**config.mk**
```make
export PLATFORM = sky130hd
export DESIGN_NAME = tri_add_simd
export DESIGN_NICKNAME = d
export VERILOG_FILES = /design/src/rtl/tri_add_pkg.sv /design/src/rtl/tri_add_lane.sv /design/src/rtl/tri_logic_unit.sv /design/src/rtl/tri_add_simd.sv
export SDC_FILE = /design/constraint.sdc
export NUM_CORES = 1
export LEC_CHECK = 0
export CORE_ASPECT_RATIO = 0.75
export CORE_MARGIN = 5
export CORE_UTILIZATION = 56
export CTS_CLUSTER_DIAMETER = 200
export CTS_CLUSTER_SIZE = 24
export DETAILED_ROUTE_END_ITERATION = 16
export PLACE_DENSITY = 0.83
export SETUP_SLACK_MARGIN = 0.05
export SYNTH_ARGS = -nofsm -noshare
export SYNTH_HDL_FRONTEND = slang
export SYNTH_HIERARCHICAL = 1
export SYNTH_SLANG_ARGS = --single-unit
```
**constraint.sdc**
```tcl
create_clock -name clk -period 7.05 [get_ports clk]
set_clock_uncertainty 0.2 [all_clocks]
set_input_delay 1.7625 -clock clk [delete_from_list [all_inputs] [get_ports clk]]
set_output_delay 1.7625 -clock clk [all_outputs]
set_load 0.1 [all_outputs]
```
**src/rtl/tri_add_pkg.sv**
```systemverilog
package tri_add_pkg;

    localparam int COUT_W = 4;

    typedef enum logic [3:0] {
        OP_ADD     = 4'b0000,
        OP_NZ_ADD  = 4'b0001,
        OP_NEG_ALL = 4'b0010,
        OP_Z_SUB   = 4'b0011,
        OP_XOR     = 4'b0100,
        OP_XNOR    = 4'b0101,
        OP_AND     = 4'b0110,
        OP_OR      = 4'b0111,
        OP_NAND    = 4'b1000,
        OP_NOR     = 4'b1001,
        OP_ANDN    = 4'b1010,
        OP_ORN     = 4'b1011
    } op_e;

    typedef struct packed {
        logic arith;     // three-input adder path
        logic inv_z;     // use ~Z in the sum
        logic inv_out;   // invert the lane sum
        logic logic_op;  // bitwise path
    } op_ctl_t;

    function automatic op_ctl_t decode_op(input logic [3:0] code);
        op_ctl_t c;
        c.arith    = (code[3:2] == 2'b00);
        c.inv_z    = c.arith && code[0];
        c.inv_out  = c.arith && code[1];
        c.logic_op = (code[3:2] == 2'b01) || (code[3:2] == 2'b10);
        return c;
    endfunction

    // carry-out index used by lane k for a given lane count
    function automatic int cout_index(input int lanes, input int k);
        return (lanes == 1) ? (COUT_W - 1) : k;
    endfunction

endpackage

```
**src/rtl/tri_add_lane.sv**
```systemverilog
module tri_add_lane #(
    parameter int W = 12
) (
    input  logic [W-1:0] x,
    input  logic [W-1:0] y,
    input  logic [W-1:0] z,
    input  logic         cin,
    input  logic         inv_z,
    input  logic         inv_out,
    output logic [W-1:0] sum,
    output logic         cout
);
    localparam int TW = W + 2;

    logic [W-1:0]  w_op;
    logic [W-1:0]  part_sum;
    logic [W-1:0]  part_carry;
    logic [TW-1:0] total;

    always_comb begin
        w_op       = inv_z ? ~z : z;
        // 3:2 compression ahead of a single carry-propagate add
        part_sum   = x ^ y ^ w_op;
        part_carry = (x & y) | (x & w_op) | (y & w_op);
        total      = TW'(part_sum) + (TW'(part_carry) << 1) + TW'(cin);
        sum        = inv_out ? ~total[W-1:0] : total[W-1:0];
        cout       = |total[TW-1:W];
    end
endmodule

```
**src/rtl/tri_logic_unit.sv**
```systemverilog
module tri_logic_unit
    import tri_add_pkg::*;
#(
    parameter int W = 48
) (
    input  logic [3:0]   op,
    input  logic [W-1:0] x,
    input  logic [W-1:0] z,
    output logic [W-1:0] out
);
    always_comb begin
        unique case (op)
            OP_XOR:  out = x ^ z;
            OP_XNOR: out = ~(x ^ z);
            OP_AND:  out = x & z;
            OP_OR:   out = x | z;
            OP_NAND: out = ~(x & z);
            OP_NOR:  out = ~(x | z);
            OP_ANDN: out = x & ~z;
            OP_ORN:  out = x | ~z;
            default: out = '0;
        endcase
    end
endmodule

```
**src/rtl/tri_add_simd.sv**
```systemverilog
module tri_add_simd
    import tri_add_pkg::*;
#(
    parameter int DATA_W = 48,
    parameter int LANES  = 4
) (
    input  logic              clk,
    input  logic              rst,
    input  logic              ce,
    input  logic [3:0]        op,
    input  logic              cin,
    input  logic [DATA_W-1:0] x,
    input  logic [DATA_W-1:0] y,
    input  logic [DATA_W-1:0] z,
    output logic [DATA_W-1:0] result,
    output logic [COUT_W-1:0] carry_out
);
    localparam int LANE_W = DATA_W / LANES;

    op_ctl_t           ctl;
    logic [DATA_W-1:0] arith_res;
    logic [COUT_W-1:0] arith_cout;
    logic [LANES-1:0]  lane_cout;
    logic [DATA_W-1:0] logic_res;
    logic [DATA_W-1:0] next_res;
    logic [COUT_W-1:0] next_cout;
    logic [DATA_W-1:0] res_q;
    logic [COUT_W-1:0] cout_q;

    assign ctl = decode_op(op);

    for (genvar k = 0; k < LANES; k++) begin : g_lane
        tri_add_lane #(.W(LANE_W)) u_lane (
            .x       (x[k*LANE_W +: LANE_W]),
            .y       (y[k*LANE_W +: LANE_W]),
            .z       (z[k*LANE_W +: LANE_W]),
            .cin     (cin),
            .inv_z   (ctl.inv_z),
            .inv_out (ctl.inv_out),
            .sum     (arith_res[k*LANE_W +: LANE_W]),
            .cout    (lane_cout[k])
        );
    end

    always_comb begin
        arith_cout = '0;
        for (int k = 0; k < LANES; k++) begin
            arith_cout[cout_index(LANES, k)] = lane_cout[k];
        end
    end

    tri_logic_unit #(.W(DATA_W)) u_logic (
        .op  (op),
        .x   (x),
        .z   (z),
        .out (logic_res)
    );

    always_comb begin
        if (ctl.arith) begin
            next_res  = arith_res;
            next_cout = arith_cout;
        end else if (ctl.logic_op) begin
            next_res  = logic_res;
            next_cout = '0;
        end else begin
            next_res  = '0;
            next_cout = '0;
        end
    end

    always_ff @(posedge clk) begin
        if (rst) begin
            res_q  <= '0;
            cout_q <= '0;
        end else if (ce) begin
            res_q  <= next_res;
            cout_q <= next_cout;
        end
    end

    assign result    = res_q;
    assign carry_out = cout_q;


    add_identity_chk: assert property (@(posedge clk) disable iff (rst)
        (ce && op == 4'b0000 && x == '0 && y == '0 && !cin)
        |=> (result == $past(z) && carry_out == '0));


    xor_self_zero_chk: assert property (@(posedge clk) disable iff (rst)
        (ce && op == 4'b0100 && x == z) |=> (result == '0 && carry_out == '0));


    reserved_zero_chk: assert property (@(posedge clk) disable iff (rst)
        (ce && op[3:2] == 2'b11) |=> (result == '0 && carry_out == '0));


    hold_when_idle_chk: assert property (@(posedge clk) disable iff (rst)
        !ce |=> ($stable(result) && $stable(carry_out)));

endmodule

```
==> metrics, run 1 <==
outcome=completed; CTS Buffer Depth=2; initial antenna violation count=3; CTS hold repair buffers=0; Post-DP Area=14,900 um2; Seq/Total Area, Yosys=8.07%; routability cong.=0.949; fmax=165 MHz; yosys warns=6; H-tree levels=2; Worst Tran Pin Value=1190 ps; Setup TNS Final=0 ps; Pint=1.09 mW; Initial DRT Pass Iterations=6; Starting Density=56.5%; startpoint types=primary input; Clock Sinks=52; vias in the first global route=12,293; nets@finish=2,230; Power per Cell Area=148 nW/um2; Hold WC Path Type=reg2reg; largest net degree at the start of global routing=105; Mapped Area=12,900 um2; clock share of power=12.8%; leak pwr=7.10 nW; Routed WL=40,800 um; global route hottest layer=met2; via count=12,661; die width=185 um; GR Util met2=48.6%; first-pass GRT wire length=63,900 um; syn_nets=2,107; Avg Vias per Cell=6.06; CTS resizes=0; met3 GRT Util=4.69%; post-DR wirelength/cell=19.6 um; met1 usage=41.4%; fraction of registers with async set/reset=0%; Area Overhead vs Synth=17.0%; CTS tree=done; # rows=48; Setup crit end kind=flip-flop; Critical-path top delay cell=clkdlybuf4s50_1; reg2reg setup slack=5980 ps; critical path class=in2reg; Switch Pwr=1.14 mW; ratio of cells with drive above 1 in the final layout=3.31%; Chip Height=141 um; top-area cell type share of the netlist area=23.5%; critical path arrival=6120 ps; CORE AREA=22,800 um2; CP Data Required Time=7090 ps; sw frac=51.0%; sequential share of power=15.2%; final hold viol count=0; DRC=0; post-DP HPWL=29,200 um; crit-path most repeated cell=inv_1; Max-Cap Viols=0; top-count cell post-synth=inv_1; Crit Path Max Fanout=47; Avg Cell Area, Syn=7.76 um2; Die ar.=26,200 um2; top post-synthesis cells by count=inv_1 (297), ha_1 (242), nand2_1 (140); min Tclk post-route=6080 ps; Buffers on Ports=203; area leader, netlist=ha_1; Largest stage delay, worst path=530 ps; Post-Synthesis Cells=1,661; Peak supply drop=0.000107 V; ys flop type=dfxtp_1; flops & latches, synth=52; RSZ-0062 raised after global routing=no; final setup violation count=0; antenna-violating nets left=0; # IOs=204; Worst-Skew Late Latency=320 ps; Tot GR Track Use=30.0%; final worst path period share=86.2%; Min Hold Slack=291 ps; root buffer cell=clkbuf_16; Clock transition at path regs=90 ps; Post CTS Setup Buffer Count=0; final core occ=66.1%; drt initial violations=1,459; Logic pwr share=72.0%; top area cells in the synthesized netlist=ha_1 (23%), inv_1 (8.6%), dfxtp_1 (8.1%), fa_1 (8.1%), xnor2_1 (6.8%); total gr overflow=0; number of synthesized flops with an enable pin=0; slew margin rel.=20.1%; CTS Buf Count=5; area of all placed cells without fillers=15,100 um2; max-slew violations=0; DP Worst Slack=647 ps; synth unique cells=73; critical path cell sequence=clkdlybuf4s50_1 > inv_1 > ha_2 > and2_2 > buf_12 > xnor2_1 > fa_1 > inv_1 > ha_1 > inv_1 > fa_1 > nand2b_1 > a21oi_2 > nor2_1 > o31ai_1 > mux2i_1 > nand3_1 > a21oi_1; worst setup margin=971 ps
==> placed cells by master (no fill, tap or decap), drive strengths merged, types with 4 or more instances in the layout <==
cell type        n
a32o            28
a211oi           9
a221oi           6
o21bai           7
a21oi           56
nand3b          50
a21o             6
xnor2          100
o21ai           27
a2bb2oi         15
a222oi          28
o21a             7
fa              52
xor2            33
ha             242
dfxtp           52
o211ai           9
nor2b            8
a22oi           21
nor3            25
and2             6
buf             17
nor2            72
nand3           52
inv            299
mux2i           35
clkbuf           5
nand2b          29
nand2          141
o22ai           46
a31oi           16
a311oi          48
clkdlybuf4s50  200
and3             4
==> power by group through the flow <==
stage	sequential [mW]	clock, mW	combinational, mW
6_report	0.340	0.285	1.60
3_5_place_dp	0.345	0	1.57
5_1_grt	0.343	0.299	1.74
3_3_place_gp	0.346	0	1.53
4_1_cts	0.339	0.286	1.58
2_1_floorplan	0.526	0	0.989
==> cell type report <==
cell class                      count  area (um2)
Fill cell                        1871        7740
Clock inverter                      3        23.8
Inverter                          299        1120
Multi-Input combinational cell   1209       10200
Timing Repair Buffer              217        2140
Antenna cell                        3        7.51
Clock buffer                        5         125
Tap cell                          300         375
Sequential cell                    52        1040
==> metal layers <==
metal | vias to the layer above | wire (um)
met5 | - | 0
met4 | 0 | 937
met3 | 92 | 4140
met2 | 718 | 18300
met1 | 5951 | 17500
li1 | 5900 | -
==> flip-flops by register name, summed over array words and instances (netlist names) <==
| name | count |
|---|---|
| result | 48 |
| carry_out | 4 |
==> final timing paths <==
check,depth (start not counted),start,end
min,2,result[34]$_SDFFE_PP0P_,result[34]$_SDFFE_PP0P_
min reg2reg,2,result[34]$_SDFFE_PP0P_,result[34]$_SDFFE_PP0P_
max reg2reg,2,result[38]$_SDFFE_PP0P_,result[38]$_SDFFE_PP0P_
max,18,op[3],carry_out[2]$_SDFFE_PP0P_
==> kinds of logic (layout without fill, tap and decap cells) <==
logic type | Yosys count | count (layout) | synth area share [%]
DFF | 52 | 52 | 8.07
other | 0 | 3 | 0
muxes | 36 | 36 | 2.80
and+or+nand+nor | 401 | 401 | 15.5
adders and majority gates | 294 | 294 | 31.6
xor gates and xnor gates | 133 | 133 | 9.04
AOI/OAI and AO/OA | 345 | 345 | 20.3
buffers and inverters | 400 | 524 | 12.7
==> stage by stage <==
step	total power [mW]	instances
after floorplan	1.51	1661
after global placement	1.88	2077
after detailed placement	1.92	2077
after CTS	2.21	2085
after global routing	2.38	2088
final	2.23	2088
==> critical path: cells and delay by family <==
| kind | cells | cell delay, ps |
|---|---|---|
| simple gates | 4 | 620 |
| compound gates | 3 | 720 |
| xor+xnor | 1 | 190 |
| mux | 1 | 280 |
| fa+ha+maj | 4 | 1350 |
| buf+inv | 5 | 1160 |
Power figures use the tool's default switching activity.
==> run 2: changes to the inputs <==
--- a/config.mk
+++ b/config.mk
@@ -5,7 +5,7 @@
 export SDC_FILE = /design/constraint.sdc
 export NUM_CORES = 1
 export LEC_CHECK = 0
-export CORE_ASPECT_RATIO = 0.75
+export CORE_ASPECT_RATIO = 0.7
 export CORE_MARGIN = 5
 export CORE_UTILIZATION = 56
 export CTS_CLUSTER_DIAMETER = 200
==> run 2 against run 1 <==
Register-to-register slack lost 30 ps. First-iteration DRC count shrank 0.62%. Fmax grew 1.2%. Count of clock-buffer cells in the layout grew 1. Wire length grew 2.1%. Via count grew 0.81%. Critical path depth shrank 1. Total power shrank 0.70%. Worst hold slack lost 4.7 ps. Core utilization grew 0.63 points. Non-clock buffer count grew 7. Setup slack gained 70 ps. Critical endpoint is now carry_out[3]$_SDFFE_PP0P_. Largest power group unchanged.
==> metrics, run 2 (synthesized netlist as in run 1, its figures left out) <==
CTS tree=done; Peak supply drop=0.0000990 V; R2R depth=2; CORE AREA=22,700 um2; final setup violation count=0; worst setup margin=1040 ps; CP Data Required Time=7020 ps; Power Total=2.21 mW; most frequent cells in the layout=inv_1 (297), ha_1 (241), clkdlybuf4s50_1 (200); Setup crit end kind=flip-flop; Max-Cap Viols=0; Worst Tran Pin Value=1330 ps; largest net degree at the start of global routing=105; max-slew violations=0; CTS resizes=0; CTS Buf Count=5; Power per Cell Area=146 nW/um2; first-pass GRT wire length=65,600 um; commonest non-fill, non-tap cell in the layout=inv_1; slew margin rel.=11.2%; startpoint types=primary input; DP Worst Slack=806 ps; Post CTS Setup Buffer Count=0; Cells after DPL=2,096; vias in the first global route=12,866; ratio of cells with drive above 1 in the final layout=3.57%; routability cong.=0.960; CTS Buffer Depth=2; Clock transition at path regs=80 ps; # rows=46; Initial DRT Pass Iterations=7; Avg Vias per Cell=6.07; Hold WC Path Type=reg2reg; critical path class=in2reg; final worst path period share=85.2%; Tot GR Track Use=31.0%; Buffers on Ports=203; Post-DP Area=15,000 um2; initial antenna violation count=1; RSZ-0062 raised after global routing=no; min Tclk post-route=6010 ps; # IOs=204; Fill cells=1,884; outcome=completed; non-filler cells, final=2,104; area of all placed cells without fillers=15,100 um2; Min Hold Slack=286 ps; root buffer cell=clkbuf_16; leak pwr=7.14 nW; Worst-Skew Late Latency=320 ps; Area Overhead vs Synth=17.3%; post-DR wirelength/cell=19.8 um; CTS hold repair buffers=0; Largest register FFs=48; DRC=0; Setup TNS Final=0 ps; final core occ=66.7%; Crit Path Max Fanout=6; critical path arrival=5980 ps; antenna-violating nets left=0; fmax=166 MHz; drt initial violations=1,450; hold-critical path depth=2; H-tree levels=2; Chip Height=137 um; total gr overflow=0; die width=191 um; final hold viol count=0; via count=12,764; Routed WL=41,700 um; nets@finish=2,237; Clock Sinks=52; Starting Density=56.9%; post-DP HPWL=30,000 um; Die ar.=26,200 um2
[run 2: cell types whose count changed in the layout (fill, tap and decap cells not counted), sizes merged]
cell / before / now
buf: 17 / 24
clkinvlp: 2 / 0
clkbuf: 5 / 6
diode: 3 / 1
[run 2: path summary, 6_finish.rpt]
check,startpoint,end,slack (ps)
setup / recovery,op[2],carry_out[3]$_SDFFE_PP0P_,1040
hold / removal,result[25]$_SDFFE_PP0P_,result[25]$_SDFFE_PP0P_,290
setup reg to reg,result[41]$_SDFFE_PP0P_,result[41]$_SDFFE_PP0P_,5950
hold reg to reg,result[25]$_SDFFE_PP0P_,result[25]$_SDFFE_PP0P_,290
[run 2: layer usage]
| layer | up-vias | global-route usage (%) | part of all wire (%) |
|---|---|---|---|
| li1 | 5922 | - | - |
| met1 | 5983 | 42.2 | 42 |
| met2 | 756 | 49.8 | 43 |
| met3 | 103 | 5.00 | 11 |
| met4 | 0 | 11.0 | 3.0 |
| met5 | - | 0 | 0 |
[run 2: cell type report]
class | count | area, um2 | area share [%]
Sequential cell | 52 | 1040 | 6.88
Antenna cell | 1 | 2.50 | 0.0165
Timing Repair Buffer | 224 | 2190 | 14.5
Multi-Input combinational cell | 1209 | 10200 | 67.7
Inverter | 299 | 1120 | 7.42
Clock buffer | 6 | 129 | 0.852
Tap cell | 312 | 390 | 2.58
Clock inverter | 1 | 5.00 | 0.0331
[run 2: power by group]
part / switching, mW / total, mW / leakage [nW] / internal (mW)
Sequential: 0.0201 / 0.340 / 0.429 / 0.320
Clock: 0.138 / 0.268 / 0.0667 / 0.131
Combinational: 0.964 / 1.60 / 6.64 / 0.641
Total: 1.12 / 2.21 / 7.14 / 1.09
[run 2: critical path, cell delays in order]
cell	delay (ps)
clkdlybuf4s50_1	610
inv_1	100
ha_1	270
and2_2	260
xnor2_1	150
fa_1	490
inv_1	40
ha_1	230
fa_1	500
a211oi_1	320
o21ai_0	180
nand4_1	170
nand3b_1	130
a221o_1	310
a211o_1	290
nand3_1	80
a21oi_1	80
==> run 3: changes to the inputs <==
--- a/config.mk
+++ b/config.mk
@@ -17,3 +17,4 @@
 export SYNTH_HDL_FRONTEND = slang
 export SYNTH_HIERARCHICAL = 1
 export SYNTH_SLANG_ARGS = --single-unit
+export TNS_END_PERCENT = 10
==> constraint.sdc (replaced) <==
create_clock -name clk -period 7.05 [get_ports clk]
set_clock_uncertainty 0.2 [all_clocks]
set_input_delay 1.41 -clock clk [delete_from_list [all_inputs] [get_ports clk]]
set_output_delay 1.41 -clock clk [all_outputs]
set_load 0.1 [all_outputs]
==> run 3 against run 2 <==
Core utilization about the same. Non-clock buffer count shrank 2. Die area unchanged. Fmax increased by 5.1%. Sequential cell count did not move. First-iteration DRC count increased by 8.1%. Global-route usage is 0.51 points lower. Register-to-register slack gained 20 ps. Critical endpoint is now carry_out[2]$_SDFFE_PP0P_. Largest cell class unchanged. Highest routed layer unchanged.
==> metrics, run 3 (synthesized netlist as in run 1, its figures left out) <==
post-DP HPWL=30,000 um; nets@finish=2,235; total gr overflow=0; via count=12,876; CTS hold repair buffers=0; Chip Height=137 um; CP delay by family, top=adder cells; Fill cells=1,907; routability cong.=0.970; Largest stage delay, worst path=590 ps; Starting Density=56.9%; # rows=46; Top Metal Used=met4; final worst path period share=81.1%; commonest non-fill, non-tap cell in the layout=inv_1; CP Data Required Time=7100 ps; DRC=0; Routed WL=41,400 um; Largest register FFs=48; vias in the first global route=12,559; CTS Buffer Depth=2; area of all placed cells without fillers=15,100 um2; # IOs=204; Initial DRT Pass Iterations=9; Setup crit end kind=flip-flop; max-slew violations=0; slew margin rel.=24.1%; Buffers on Ports=203; leak pwr=7.14 nW; largest net degree at the start of global routing=105; critical path class=in2reg; CTS tree=done; die width=191 um; RSZ-0062 raised after global routing=no; Peak supply drop=0.000101 V; Crit Path Max Fanout=30; Area Overhead vs Synth=17.4%; most frequent cells in the layout=inv_1 (297), ha_1 (241), clkdlybuf4s50_1 (200); post-DR wirelength/cell=19.7 um; final setup violation count=0; Clock transition at path regs=80 ps; area of the multi-input gates=10,200 um2; Clock Sinks=52; first-pass GRT wire length=64,800 um; outcome=completed; ratio of cells with drive above 1 in the final layout=3.41%; Buffers & Inverters on Critical Path=6; critical path arrival=5770 ps; Critical-path top delay cell=clkdlybuf4s50_1; H-tree levels=2; routed wl met2=17,800 um; critical path cell sequence=clkdlybuf4s50_1 > inv_1 > ha_1 > buf_4 > and2_2 > buf_12 > xnor2_1 > fa_1 > inv_1 > ha_1 > inv_1 > fa_1 > nand2b_1 > a21oi_2 > nor2_1 > o31ai_1 > mux2i_1 > nand3_1 > a21oi_1; startpoint types=primary input; drt initial violations=1,567; Worst Tran Pin Value=1140 ps; antenna-violating nets left=0; Tot GR Track Use=30.5%; min Tclk post-route=5720 ps; hold-critical path depth=2; Reg area=1040 um2; Die ar.=26,200 um2; Power per Cell Area=147 nW/um2; Max-Cap Viols=0; Post CTS Setup Buffer Count=0; Setup TNS Final=0 ps; Avg Vias per Cell=6.12; met3 WL=5050 um; Worst-Skew Late Latency=310 ps; wl on met1=17,400 um; crit-path most repeated cell=inv_1; CTS Buf Count=5; Hold WC Path Type=reg2reg; fmax=175 MHz; initial antenna violation count=2; critical path depth=19; CTS resizes=0; root buffer cell=clkbuf_16; R2R depth=2; Post-DP Area=15,000 um2; final hold viol count=0; CORE AREA=22,700 um2
run 3: report_power, final:
part / leakage, nW / internal, mW / switching (mW)
Combinational: 6.64 / 0.640 / 0.965
Clock: 0.0712 / 0.143 / 0.140
Sequential: 0.429 / 0.320 / 0.0204
run 3: per-layer routing:
| layer | up-vias | track usage [%] |
|---|---|---|
| met2 | 855 | 47.5 |
| met5 | - | 0 |
| met1 | 6021 | 43.5 |
| li1 | 5913 | - |
| met3 | 87 | 4.46 |
| met4 | 0 | 9.65 |
run 3: worst min-delay path, stage by stage, from the launching register on:
cell and delay [ps]:
dfxtp_1 320, nor2_1 80, a311oi_1 50
run 3: worst paths after layout:
path              slack (ps)                        end                     from
setup / recovery        1330  carry_out[2]$_SDFFE_PP0P_                    op[2]
hold / removal           290    result[30]$_SDFFE_PP0P_  result[30]$_SDFFE_PP0P_
setup reg to reg        5970    result[47]$_SDFFE_PP0P_  result[47]$_SDFFE_PP0P_
hold reg to reg          290    result[30]$_SDFFE_PP0P_  result[30]$_SDFFE_PP0P_
run 3: layout make-up:
class / instances / area share, %
Sequential cell: 52 / 6.88
Antenna cell: 2 / 0.0331
Inverter: 299 / 7.42
Timing Repair Buffer: 222 / 14.5
Multi-Input combinational cell: 1209 / 67.7
Tap cell: 312 / 2.58
Clock buffer: 8 / 0.967
run 3: metrics by stage:
step                      utilization (%)  hold WS (ps)  worst slack [ps]  instances  power, mW
after floorplan                         -           714              1420       1661       1.51
after global placement               66.1           276              1140       2094       1.87
after detailed placement             66.1           277              1050       2094       1.91
after CTS                            66.7           289              1360       2102       2.20
after global routing                 66.7           306              1040       2104       2.38
final                                66.7           287              1330       2104       2.23
